===== src/rtl/hb16_pkg.sv =====
package hb16_pkg;

    localparam int unsigned AD_W    = 16;
    localparam int unsigned WS_W    = 2;
    localparam int unsigned MAXW_W  = 8;
    localparam int unsigned CFG_W   = 32;

    typedef enum logic [1:0] {
        SUB_MUX  = 2'd0,
        SUB_SEP  = 2'd1,
        SUB_FIFO = 2'd2,
        SUB_ALT  = 2'd3
    } sub_mode_e;

    typedef struct packed {
        logic              full_en;
        logic              empty_en;
        logic              wr_high;
        logic              rd_high;
        logic [MAXW_W-1:0] max_wait;
        logic [WS_W-1:0]   wr_ws;
        logic [WS_W-1:0]   rd_ws;
        sub_mode_e         mode;
    } hb_cfg_t;

    typedef enum logic [1:0] {
        ST_IDLE  = 2'd0,
        ST_ALE   = 2'd1,
        ST_STRB  = 2'd2,
        ST_FWAIT = 2'd3
    } seq_state_e;

    typedef struct packed {
        logic      busy;
        logic      ale_phase;
        logic      rd_act;
        logic      wr_act;
        sub_mode_e mode;
    } bus_ctl_t;

    function automatic logic [CFG_W-1:0] cfg_to_word(hb_cfg_t c);
        logic [CFG_W-1:0] w;
        w        = '0;
        w[1:0]   = c.mode;
        w[5:4]   = c.rd_ws;
        w[7:6]   = c.wr_ws;
        w[15:8]  = c.max_wait;
        w[16]    = c.rd_high;
        w[17]    = c.wr_high;
        w[18]    = c.empty_en;
        w[19]    = c.full_en;
        return w;
    endfunction

    function automatic logic addr_muxed(sub_mode_e m);
        return (m == SUB_MUX) || (m == SUB_ALT);
    endfunction

    function automatic logic fifo_blocked(logic wr, logic full, logic empty,
                                          logic fen, logic een);
        return wr ? (fen && full) : (een && empty);
    endfunction

endpackage


===== src/rtl/hb16_cfg_regs.sv =====
module hb16_cfg_regs
    import hb16_pkg::*;
#(
    parameter int unsigned       MODE_W  = 2,
    parameter logic [MODE_W-1:0] HB_CODE = 2'd3
) (
    input  logic              clk,
    input  logic              rst,
    input  logic [MODE_W-1:0] if_mode,
    input  logic              wr_en,
    input  logic [CFG_W-1:0]  wr_data,
    output hb_cfg_t           cfg_o,
    output logic [CFG_W-1:0]  rd_data,
    output logic              hb_sel
);

    hb_cfg_t cfg_q;
    logic    unused_bits;

    assign hb_sel      = (if_mode == HB_CODE);
    assign unused_bits = ^{wr_data[31:20], wr_data[3:2]};

    always_ff @(posedge clk) begin
        if (rst || !hb_sel) begin
            cfg_q <= '0;
        end else if (wr_en) begin
            cfg_q.mode     <= sub_mode_e'(wr_data[1:0]);
            cfg_q.rd_ws    <= wr_data[5:4];
            cfg_q.wr_ws    <= wr_data[7:6];
            cfg_q.max_wait <= wr_data[15:8];
            cfg_q.rd_high  <= wr_data[16];
            cfg_q.wr_high  <= wr_data[17];
            cfg_q.empty_en <= wr_data[18];
            cfg_q.full_en  <= wr_data[19];
        end
    end

    assign cfg_o   = cfg_q;
    assign rd_data = cfg_to_word(cfg_q);

    // re-entering host-bus mode always finds a cleared register
    a_r1_clean_on_entry: assert property (@(posedge clk) disable iff (rst)
        $rose(hb_sel) |-> (rd_data == '0));

    // writes outside host-bus mode leave no trace
    a_r1_write_blocked: assert property (@(posedge clk) disable iff (rst)
        (!hb_sel && wr_en) |=> (rd_data == '0) || hb_sel);

endmodule


===== src/rtl/hb16_seq.sv =====
module hb16_seq
    import hb16_pkg::*;
#(
    parameter int unsigned ADDR_W = 28
) (
    input  logic              clk,
    input  logic              rst,
    input  logic              hb_sel,
    input  hb_cfg_t           cfg,
    input  logic              req_valid,
    input  logic [ADDR_W-1:0] req_addr,
    input  logic              req_write,
    input  logic [AD_W-1:0]   req_wdata,
    output logic              req_ready,
    output logic              rsp_valid,
    output logic [AD_W-1:0]   rsp_rdata,
    output logic              rsp_err,
    input  logic              fifo_full,
    input  logic              fifo_empty,
    input  logic [AD_W-1:0]   ad_in,
    output bus_ctl_t          ctl,
    output logic [ADDR_W-1:0] xfer_addr,
    output logic [AD_W-1:0]   xfer_wdata
);

    seq_state_e        state_q;
    logic [WS_W-1:0]   cnt_q;
    logic [WS_W-1:0]   ws_q;
    logic [MAXW_W-1:0] wcnt_q;
    logic [MAXW_W-1:0] max_q;
    logic [ADDR_W-1:0] addr_q;
    logic [AD_W-1:0]   wdata_q;
    logic              write_q;
    logic              fen_q;
    logic              een_q;
    sub_mode_e         mode_q;
    logic              rsp_valid_q;
    logic              rsp_err_q;
    logic [AD_W-1:0]   rdata_q;

    logic              accept;
    logic              block_now;
    logic              block_new;
    logic [MAXW_W:0]   wcnt_nxt;
    logic              timeout;
    logic              unused_pol;

    assign unused_pol = ^{cfg.rd_high, cfg.wr_high};

    assign req_ready = hb_sel && (state_q == ST_IDLE);
    assign accept    = req_ready && req_valid;
    assign block_new = (cfg.mode == SUB_FIFO) &&
                       fifo_blocked(req_write, fifo_full, fifo_empty,
                                    cfg.full_en, cfg.empty_en);
    assign block_now = fifo_blocked(write_q, fifo_full, fifo_empty, fen_q, een_q);
    assign wcnt_nxt  = {1'b0, wcnt_q} + 1'b1;
    assign timeout   = (max_q != '0) && (wcnt_nxt == {1'b0, max_q});

    always_ff @(posedge clk) begin
        if (rst) begin
            state_q     <= ST_IDLE;
            cnt_q       <= '0;
            ws_q        <= '0;
            wcnt_q      <= '0;
            max_q       <= '0;
            addr_q      <= '0;
            wdata_q     <= '0;
            write_q     <= 1'b0;
            fen_q       <= 1'b0;
            een_q       <= 1'b0;
            mode_q      <= SUB_MUX;
            rsp_valid_q <= 1'b0;
            rsp_err_q   <= 1'b0;
            rdata_q     <= '0;
        end else begin
            rsp_valid_q <= 1'b0;
            rsp_err_q   <= 1'b0;
            unique case (state_q)
                ST_IDLE: begin
                    if (accept) begin
                        addr_q  <= req_addr;
                        wdata_q <= req_wdata;
                        write_q <= req_write;
                        mode_q  <= cfg.mode;
                        ws_q    <= req_write ? cfg.wr_ws : cfg.rd_ws;
                        max_q   <= cfg.max_wait;
                        fen_q   <= cfg.full_en;
                        een_q   <= cfg.empty_en;
                        cnt_q   <= '0;
                        wcnt_q  <= '0;
                        if (addr_muxed(cfg.mode)) begin
                            state_q <= ST_ALE;
                        end else if (block_new) begin
                            state_q <= ST_FWAIT;
                        end else begin
                            state_q <= ST_STRB;
                        end
                    end
                end
                ST_ALE: begin
                    state_q <= ST_STRB;
                end
                ST_STRB: begin
                    if (cnt_q == ws_q) begin
                        state_q     <= ST_IDLE;
                        rsp_valid_q <= 1'b1;
                        rdata_q     <= write_q ? '0 : ad_in;
                    end else begin
                        cnt_q <= cnt_q + 1'b1;
                    end
                end
                ST_FWAIT: begin
                    if (!block_now) begin
                        state_q <= ST_STRB;
                    end else if (timeout) begin
                        state_q     <= ST_IDLE;
                        rsp_valid_q <= 1'b1;
                        rsp_err_q   <= 1'b1;
                        rdata_q     <= '0;
                    end else begin
                        wcnt_q <= wcnt_nxt[MAXW_W-1:0];
                    end
                end
                default: state_q <= ST_IDLE;
            endcase
        end
    end

    assign rsp_valid     = rsp_valid_q;
    assign rsp_err       = rsp_err_q;
    assign rsp_rdata     = rdata_q;
    assign ctl.busy      = (state_q != ST_IDLE);
    assign ctl.ale_phase = (state_q == ST_ALE);
    assign ctl.rd_act    = (state_q == ST_STRB) && !write_q;
    assign ctl.wr_act    = (state_q == ST_STRB) && write_q;
    assign ctl.mode      = (state_q != ST_IDLE) ? mode_q : cfg.mode;
    assign xfer_addr     = addr_q;
    assign xfer_wdata    = wdata_q;

    // the completion pulse lasts a single cycle
    a_r7_rsp_single: assert property (@(posedge clk) disable iff (rst)
        rsp_valid |=> !rsp_valid);

    // no new request is taken until the response has been issued
    a_r7_busy_not_ready: assert property (@(posedge clk) disable iff (rst)
        accept |=> !req_ready);

    // error responses come only from flag-blocked FIFO transfers
    a_r10_err_fifo_only: assert property (@(posedge clk) disable iff (rst)
        rsp_err |-> (rsp_valid && mode_q == SUB_FIFO && rsp_rdata == '0));

    // a zero maximum wait never times out
    a_r10_wait_forever: assert property (@(posedge clk) disable iff (rst)
        (state_q == ST_FWAIT && max_q == '0) |=> !rsp_err);

    // strobe counter never passes the latched wait count
    a_r5_strobe_bound: assert property (@(posedge clk) disable iff (rst)
        (state_q == ST_STRB && cnt_q != ws_q) |=> (state_q == ST_STRB));

endmodule


===== src/rtl/hb16_pins.sv =====
module hb16_pins
    import hb16_pkg::*;
#(
    parameter int unsigned ADDR_W = 28,
    localparam int unsigned HI_W  = ADDR_W - AD_W
) (
    input  bus_ctl_t          ctl,
    input  logic              rd_high,
    input  logic              wr_high,
    input  logic [ADDR_W-1:0] xfer_addr,
    input  logic [AD_W-1:0]   xfer_wdata,
    output logic [AD_W-1:0]   ad_out,
    output logic              ad_oe,
    output logic [HI_W-1:0]   ext_addr_hi,
    output logic [AD_W-1:0]   ext_addr_lo,
    output logic              ale,
    output logic              rd_strobe,
    output logic              wr_strobe
);

    always_comb begin
        ad_oe  = ctl.ale_phase || ctl.wr_act;
        ad_out = '0;
        if (ctl.ale_phase) begin
            ad_out = xfer_addr[AD_W-1:0];
        end else if (ctl.wr_act) begin
            ad_out = xfer_wdata;
        end
    end

    always_comb begin
        ext_addr_hi = '1;
        ext_addr_lo = '0;
        if (ctl.busy) begin
            ext_addr_hi = xfer_addr[ADDR_W-1:AD_W];
            if (ctl.mode == SUB_SEP) begin
                ext_addr_lo = xfer_addr[AD_W-1:0];
            end
        end
    end

    assign ale       = (ctl.mode == SUB_SEP) ? !ctl.busy : ctl.ale_phase;
    assign rd_strobe = ctl.rd_act ? rd_high : !rd_high;
    assign wr_strobe = ctl.wr_act ? wr_high : !wr_high;

endmodule


===== src/rtl/hb16_master.sv =====
module hb16_master
    import hb16_pkg::*;
#(
    parameter int unsigned       ADDR_W  = 28,
    parameter int unsigned       MODE_W  = 2,
    parameter logic [MODE_W-1:0] HB_CODE = 2'd3,
    localparam int unsigned      HI_W    = ADDR_W - AD_W
) (
    input  logic              clk,
    input  logic              rst,
    input  logic [MODE_W-1:0] if_mode,
    input  logic              cfg_wr_en,
    input  logic [CFG_W-1:0]  cfg_wr_data,
    output logic [CFG_W-1:0]  cfg_rd_data,
    input  logic              req_valid,
    output logic              req_ready,
    input  logic [ADDR_W-1:0] req_addr,
    input  logic              req_write,
    input  logic [AD_W-1:0]   req_wdata,
    output logic              rsp_valid,
    output logic [AD_W-1:0]   rsp_rdata,
    output logic              rsp_err,
    output logic [AD_W-1:0]   ad_out,
    output logic              ad_oe,
    input  logic [AD_W-1:0]   ad_in,
    output logic [HI_W-1:0]   ext_addr_hi,
    output logic [AD_W-1:0]   ext_addr_lo,
    output logic              ale,
    output logic              rd_strobe,
    output logic              wr_strobe,
    input  logic              fifo_full,
    input  logic              fifo_empty
);

    hb_cfg_t           cfg;
    logic              hb_sel;
    bus_ctl_t          ctl;
    logic [ADDR_W-1:0] xfer_addr;
    logic [AD_W-1:0]   xfer_wdata;

    hb16_cfg_regs #(.MODE_W(MODE_W), .HB_CODE(HB_CODE)) cfg_i (
        .clk     (clk),
        .rst     (rst),
        .if_mode (if_mode),
        .wr_en   (cfg_wr_en),
        .wr_data (cfg_wr_data),
        .cfg_o   (cfg),
        .rd_data (cfg_rd_data),
        .hb_sel  (hb_sel)
    );

    hb16_seq #(.ADDR_W(ADDR_W)) seq_i (
        .clk        (clk),
        .rst        (rst),
        .hb_sel     (hb_sel),
        .cfg        (cfg),
        .req_valid  (req_valid),
        .req_addr   (req_addr),
        .req_write  (req_write),
        .req_wdata  (req_wdata),
        .req_ready  (req_ready),
        .rsp_valid  (rsp_valid),
        .rsp_rdata  (rsp_rdata),
        .rsp_err    (rsp_err),
        .fifo_full  (fifo_full),
        .fifo_empty (fifo_empty),
        .ad_in      (ad_in),
        .ctl        (ctl),
        .xfer_addr  (xfer_addr),
        .xfer_wdata (xfer_wdata)
    );

    hb16_pins #(.ADDR_W(ADDR_W)) pins_i (
        .ctl         (ctl),
        .rd_high     (cfg.rd_high),
        .wr_high     (cfg.wr_high),
        .xfer_addr   (xfer_addr),
        .xfer_wdata  (xfer_wdata),
        .ad_out      (ad_out),
        .ad_oe       (ad_oe),
        .ext_addr_hi (ext_addr_hi),
        .ext_addr_lo (ext_addr_lo),
        .ale         (ale),
        .rd_strobe   (rd_strobe),
        .wr_strobe   (wr_strobe)
    );

    // never both strobes at their active level
    a_r6_strobe_excl: assert property (@(posedge clk) disable iff (rst)
        !((rd_strobe == cfg.rd_high) && (wr_strobe == cfg.wr_high)));

    // AD is released whenever the read strobe is active
    a_r6_read_released: assert property (@(posedge clk) disable iff (rst)
        (rd_strobe == cfg.rd_high) |-> !ad_oe);

    // the address phase raises ALE and drives AD
    a_r3_ale_drives: assert property (@(posedge clk) disable iff (rst)
        ctl.ale_phase |-> (ale && ad_oe));

    // an idle, ready block deselects every device
    a_r2_idle_deselect: assert property (@(posedge clk) disable iff (rst)
        req_ready |-> (ext_addr_hi == '1 && !ad_oe));

endmodule


===== config.mk =====
export PLATFORM = sky130hd
export DESIGN_NAME = hb16_master
export DESIGN_NICKNAME = d
export VERILOG_FILES = /design/src/rtl/hb16_pkg.sv /design/src/rtl/hb16_cfg_regs.sv /design/src/rtl/hb16_seq.sv /design/src/rtl/hb16_pins.sv /design/src/rtl/hb16_master.sv
export SDC_FILE = /design/constraint.sdc
export NUM_CORES = 1
export LEC_CHECK = 0
export BUFFER_PORTS_ARGS = -buffer_cell sky130_fd_sc_hd__buf_2
export CAP_MARGIN = 20
export CORE_MARGIN = 5
export CORE_UTILIZATION = 28
export DETAILED_ROUTE_END_ITERATION = 16
export HOLD_SLACK_MARGIN = 0.12
export PLACE_DENSITY = 0.49
export SETUP_SLACK_MARGIN = 0.15
export SYNTH_ARGS = -nofsm -noshare
export SYNTH_HDL_FRONTEND = slang
export SYNTH_HIERARCHICAL = 1
export SYNTH_SLANG_ARGS = --single-unit

===== constraint.sdc =====
create_clock -name clk -period 4.91 [get_ports clk]
set_input_delay 0.7365 -clock clk [delete_from_list [all_inputs] [get_ports clk]]
set_output_delay 0.7365 -clock clk [all_outputs]
set_load 0.01 [all_outputs]

Word level (Yosys, flattened, before mapping)
Index checks and enable logic that the tools add are counted.
{ "totals": {"in_bits": 101, "wordCells": 107, "reg_bits": 107} }
{ "op_classes": {"n_reduce_logical": 31, "bitwise_logic": 1, "mux": 35, "addsub": 2, "n_eq_ne": 16} }
{ "op_table": {"columns": ["cell", "count"], "rows": [
  ["16-bit 2-to-1 mux", 8],
  ["16-bit one-hot mux with 2 select lines", 1],
  ["8-bit 2-to-1 mux", 3],
  ["2-bit 2-to-1 mux", 9],
  ["8-bit one-hot mux with 2 select lines", 1],
  ["12-bit 2-to-1 mux", 1],
  ["2-bit equality test, second input constant", 5],
  ["1-bit logical AND", 10],
  ["8-bit by 1-bit adder with 9-bit output, second input constant", 1],
  ["9-bit by 8-bit equality test with 1-bit output", 1],
  ["1-bit 2-to-1 mux", 9],
  ["2-bit by 1-bit inequality test with 1-bit output, second input constant", 4],
  ["2-bit one-hot mux with 4 select lines", 1],
  ["4-bit AND reduction", 2],
  ["2-bit nonzero test", 4],
  ["8-bit nonzero test", 1],
  ["3-bit AND reduction", 2],
  ["1-bit zero test", 5],
  ["2-bit by 1-bit equality test with 1-bit output, second input constant", 2],
  ["2-bit zero test", 2],
  ["2-bit inequality test, second input constant", 2],
  ["2-bit one-hot mux with 2 select lines", 1],
  ["1-bit logical OR", 3],
  ["3-bit inequality test, second input constant", 1],
  ["other kinds (6)", 6]
]} }

Depth between registers and ports, before layout
{ "logic_depth": {"ltp_word": 7, "depth_mapped": 9} }

Cells and area by module
Netlist, hierarchy kept.
{ "by_module_without_submodules": {"columns": ["module", "cells_each", "instances", "area_each_um2"], "rows": [
  ["hb16_seq", 465, 1, 3677.3],
  ["hb16_cfg_regs", 92, 1, 914.6],
  ["hb16_pins", 62, 1, 484.2]
]} }

Least setup slack after synthesis
Ideal clock, no wire load.
{ "synth_timing": {"kind": "register to register", "start": "register seq_i.wcnt_q[0]", "end": "register seq_i.wcnt_q[0]", "n_path_buf": 2, "required_time_ns": 4.837, "stages_incl_launch_ff": 10, "path_slack_ns": 2.517, "period_less_slack_ns": 2.393, "arrival_time_ns": 2.320, "path_cell_list": "dfxtp_1 ha_1 buf_6 and3_1 and3_1 or4b_4 or3_1 buf_2 o221a_1 nor3_2"} }
{ "synth_between": {"elab_chain_cells": 5, "word_cells_on_any_way": 8, "classes_between": "add/sub (1); eq/ne (2); mux (3); reduce/logical (2)"} }
{ "synth_lines": {"columns": ["element", "line", "text"], "rows": [
  ["start, declared", "hb16_seq.sv:29", "logic [MAXW_W-1:0] wcnt_q;"],
  ["start signal, assigned", "hb16_seq.sv:121", "wcnt_q <= wcnt_nxt[MAXW_W-1:0];"],
  ["8-bit by 1-bit adder with 9-bit output (*)", "hb16_seq.sv:56", "assign wcnt_nxt = {1'b0, wcnt_q} + 1'b1;"],
  ["9-bit by 8-bit equality test with 1-bit output", "hb16_seq.sv:57", "assign timeout = (max_q != '0) && (wcnt_nxt == {1'b0, max_q});"],
  ["1-bit logical AND", "hb16_seq.sv:57", null],
  ["2-bit inequality test (no line)", null, null],
  ["4-bit AND reduction (no line)", null, null]
]} }
Every way passes the cells marked *; elsewhere a longest branch is shown, timed or not. The select of a mux whose other input is x is not followed.
A chain may end at the register's enable or synchronous reset.

==> results.py <==
metrics = {
    "run_status": {
        "status": "complete, no violations",
    },
    "finish": {
        "area_growth_pct": 21.1,
        "stdcell_area_sq_mm": 0.00615,
        "antenna_cells": 0,
        "nets": 850,
        "fillers": 1964,
        "layout-drive-gt1-share_pct": 30.9,
    },
    "synthesis": {
        "synth_area_leaders": "dfxtp_1 (42%), nand2_1 (11%), a21oi_1 (6.8%)",
        "synth_most_common_cell": "nand2_1",
        "syn_area_per_cell_sq_um": 8.20,
        "ys_ff_latch": 107,
        "yosys_warnings": 6,
        "yosysSeqAreaShare_pct": 42.2,
        "synthFlopType": "dfxtp_1",
        "mappedNetlistArea_sq_mm": 0.00508,
        "synth-async-reset-ratio_pct": 0,
        "synth_top_area_share_pct": 42.2,
        "synthCells": 619,
        "synth-edff-count": 0,
        "synth_top_area_cell": "dfxtp_1",
        "synth_cell_types": 56,
        "synth_commonest_cells": "nand2_1 (148), dfxtp_1 (107), a21oi_1 (69)",
    },
    "floorplanning": {
        "die_w_um": 145,
        "die_h_um": 145,
        "start_util_pct": 28.4,
        "core-area_sq_mm": 0.0179,
        "dieArea_sq_mm": 0.0209,
        "num_rows": 49,
        "ioPinCount": 200,
    },
    "critical_path": {
        "path_buf_inv": 2,
        "cp-start-kind": "flop",
        "worst-path-max-fanout": 17,
        "cp-startpoint": "seq_i/state_q[1]",
        "path_class": "reg2out",
        "crit_chain": "nor2_1, inv_1, o21ai_0, and3b_1, and2_2, buf_2",
        "reg2reg_slack_ps": 2070,
        "r2r_end": "seq_i/rsp_rdata[12]",
        "crit_family": "simple AND/OR/NAND/NOR gates",
        "cp.required_ps": 4170,
        "endpoint_kind": "primary output",
        "cp_slowest_cell": "and3b_1",
        "r2r_cells": 7,
        "rr_startpoint": "seq_i/wcnt_q[0]",
        "slowest_delay_ps": 600,
        "arrival_ps": 2750,
    },
    "cts": {
        "postCtsSetupBuffers": 0,
        "cts_root_buf": "clkbuf_16",
        "hold_buffers": 0,
        "clk_pin_slew_ps": 70,
        "cts-resized-gates": 0,
        "cts_sinks": 107,
        "clk_path_buf_depth": 2,
        "cts_tree": "built",
        "cts-htree-levels": 3,
        "cts_made_buffers": 9,
        "clock_latency_ps": 350,
    },
    "drt": {
        "drt_pre_antenna_iters": 4,
        "drt_wl_total_mm": 14.2,
        "drc": 0,
        "routed_via_density": 4.53,
        "drt_iter0_markers": 213,
        "vias": 4443,
        "ant_nets": 0,
        "wire_per_inst_um": 14.4,
    },
    "sta": {
        "worstMarginPinSlew_ps": 1020,
        "period_share_pct": 71.0,
        "min_period_ps": 3490,
        "hold_viol": 0,
        "finalSetupViolCount": 0,
        "clock_skew_ps": 6.91,
        "fmax_mhz": 287,
        "setup-tns-final_ps": 0,
        "rsz0062_at_grt": "no",
        "drv_slew": 0,
        "slew_headroom_pct": 31.9,
    },
    "hold_path": {
        "hold_end": "seq_i/xfer_addr[20]",
        "hp-start": "seq_i/xfer_addr[20]",
        "holdPathStages": 2,
        "hp-class": "reg2reg",
    },
    "flow_run": {
        "maxCapViolations": 0,
    },
    "place": {
        "dp_hpwl_mm": 10.2,
        "portBuffers": 171,
        "gp_congestion": 0.749,
        "placed_area_sq_mm": 0.00584,
    },
    "power": {
        "leakage_nw": 2.61,
        "powerDensity_mw_per_mm2": 291,
        "peakVddDrop_mv": 0.156,
    },
    "global_routing": {
        "grt_overflow_total": 0,
        "antenna_found_initial": 0,
        "grt_pass1_wl_mm": 21.7,
        "grtUsageTotal_pct": 13.1,
        "first_global_vias": 4202,
        "grt_max_degree": 85,
    },
}
## how the worst max path moves through the flow
stage / endpoint / slack [ps] / cells past startpoint
CTS: ext_addr_lo[4] / 1300 / 6
detailed placement: ext_addr_lo[4] / 1690 / 6
floorplan: seq_i/wcnt_q[0] / 2520 / 9
global route: ext_addr_lo[15] / 1040 / 6
global placement: ext_addr_lo[15] / 1770 / 6
finish: ext_addr_lo[4] / 1420 / 6
## layout make-up
type	count	area, sq um	share of cell area [%]
multi-input cells	446	2500	40.7
repair buffers	175	890	14.5
clock buffers	10	229	3.72
inverters	8	30.0	0.488
clock inverters	6	65.1	1.06
well taps	229	287	4.66
flip-flops and latches	107	2140	34.8
## sequential cells by signal, summed over array words and instances (netlist names), 2 cells and up
name / count
seq_i/ws_q: 2
cfg_i/cfg_o: 18
seq_i/rsp_rdata: 16
seq_i/mode_q: 2
seq_i/xfer_addr: 28
seq_i/cnt_q: 2
seq_i/max_q: 8
seq_i/xfer_wdata: 16
seq_i/state_q: 2
seq_i/wcnt_q: 8
## routing by layer
| layer | GRT usage (%) | wire [um] | vias up |
|---|---|---|---|
| met3 | 2.48 | 889 | 11 |
| li1 | - | - | 2279 |
| met1 | 16.6 | 6190 | 2029 |
| met2 | 22.3 | 6860 | 124 |
| met4 | 4.86 | 224 | 0 |
| met5 | 0 | 0 | - |
## cells in the final DEF, fill, tap and decap left out, types with 4 or more instances in the layout
| master | n |
|---|---|
| a21oi_1 | 69 |
| a22o_1 | 4 |
| a22o_2 | 10 |
| and2_1 | 4 |
| and2_2 | 7 |
| and2_4 | 9 |
| buf_2 | 171 |
| clkbuf_16 | 9 |
| conb_1 | 14 |
| dfxtp_1 | 107 |
| inv_1 | 8 |
| mux2i_1 | 21 |
| nand2_1 | 147 |
| nand2b_1 | 26 |
| nand3_1 | 6 |
| nor2_1 | 29 |
| o211ai_1 | 6 |
| o21ai_0 | 24 |
| o31ai_1 | 5 |
| or2b_1 | 4 |
| xnor2_1 | 9 |
| xor2_1 | 4 |
## power breakdown
part	switching (mW)	leakage (nW)	internal (mW)	total (mW)
Combinational	0.0956	1.61	0.0668	0.162
Sequential	0.0134	0.866	0.886	0.900
Clock	0.328	0.143	0.397	0.725
Total	0.437	2.61	1.35	1.79
## kinds of logic (layout without fill, tap and decap cells)
logic type | count (synthesis) | count (layout) | share of synthesized area, %
flops | 107 | 107 | 42.2
mux | 22 | 22 | 4.36
other cells | 1 | 14 | 0.0739
simple gates | 261 | 261 | 24.8
compound gates | 134 | 134 | 16.2
fa+ha+maj | 2 | 2 | 0.493
xor+xnor | 13 | 13 | 2.24
buf+inv | 79 | 199 | 9.64
## worst register-to-register path: stages, from the launching register on
cell and delay (ps):
dfxtp_1 450, ha_1 370, and3_1 240, a21oi_1 80, or4b_4 560, nor4_1 340
o21a_1 480, o21ai_0 190
## per-stage QoR
stage / total power, mW / worst slack (ps) / utilization (%) / hold slack [ps] / instances
floorplan: 1.02 / 2520 / - / 431 / 632
global placement: 1.09 / 1770 / 32.6 / 438 / 964
detailed placement: 1.09 / 1690 / 32.6 / 442 / 964
CTS: 1.83 / 1300 / 34.3 / 452 / 980
global route: 1.88 / 1040 / 34.3 / 474 / 981
finish: 1.79 / 1420 / 34.3 / 449 / 981
Note: power is estimated with default switching activity, not from simulation.
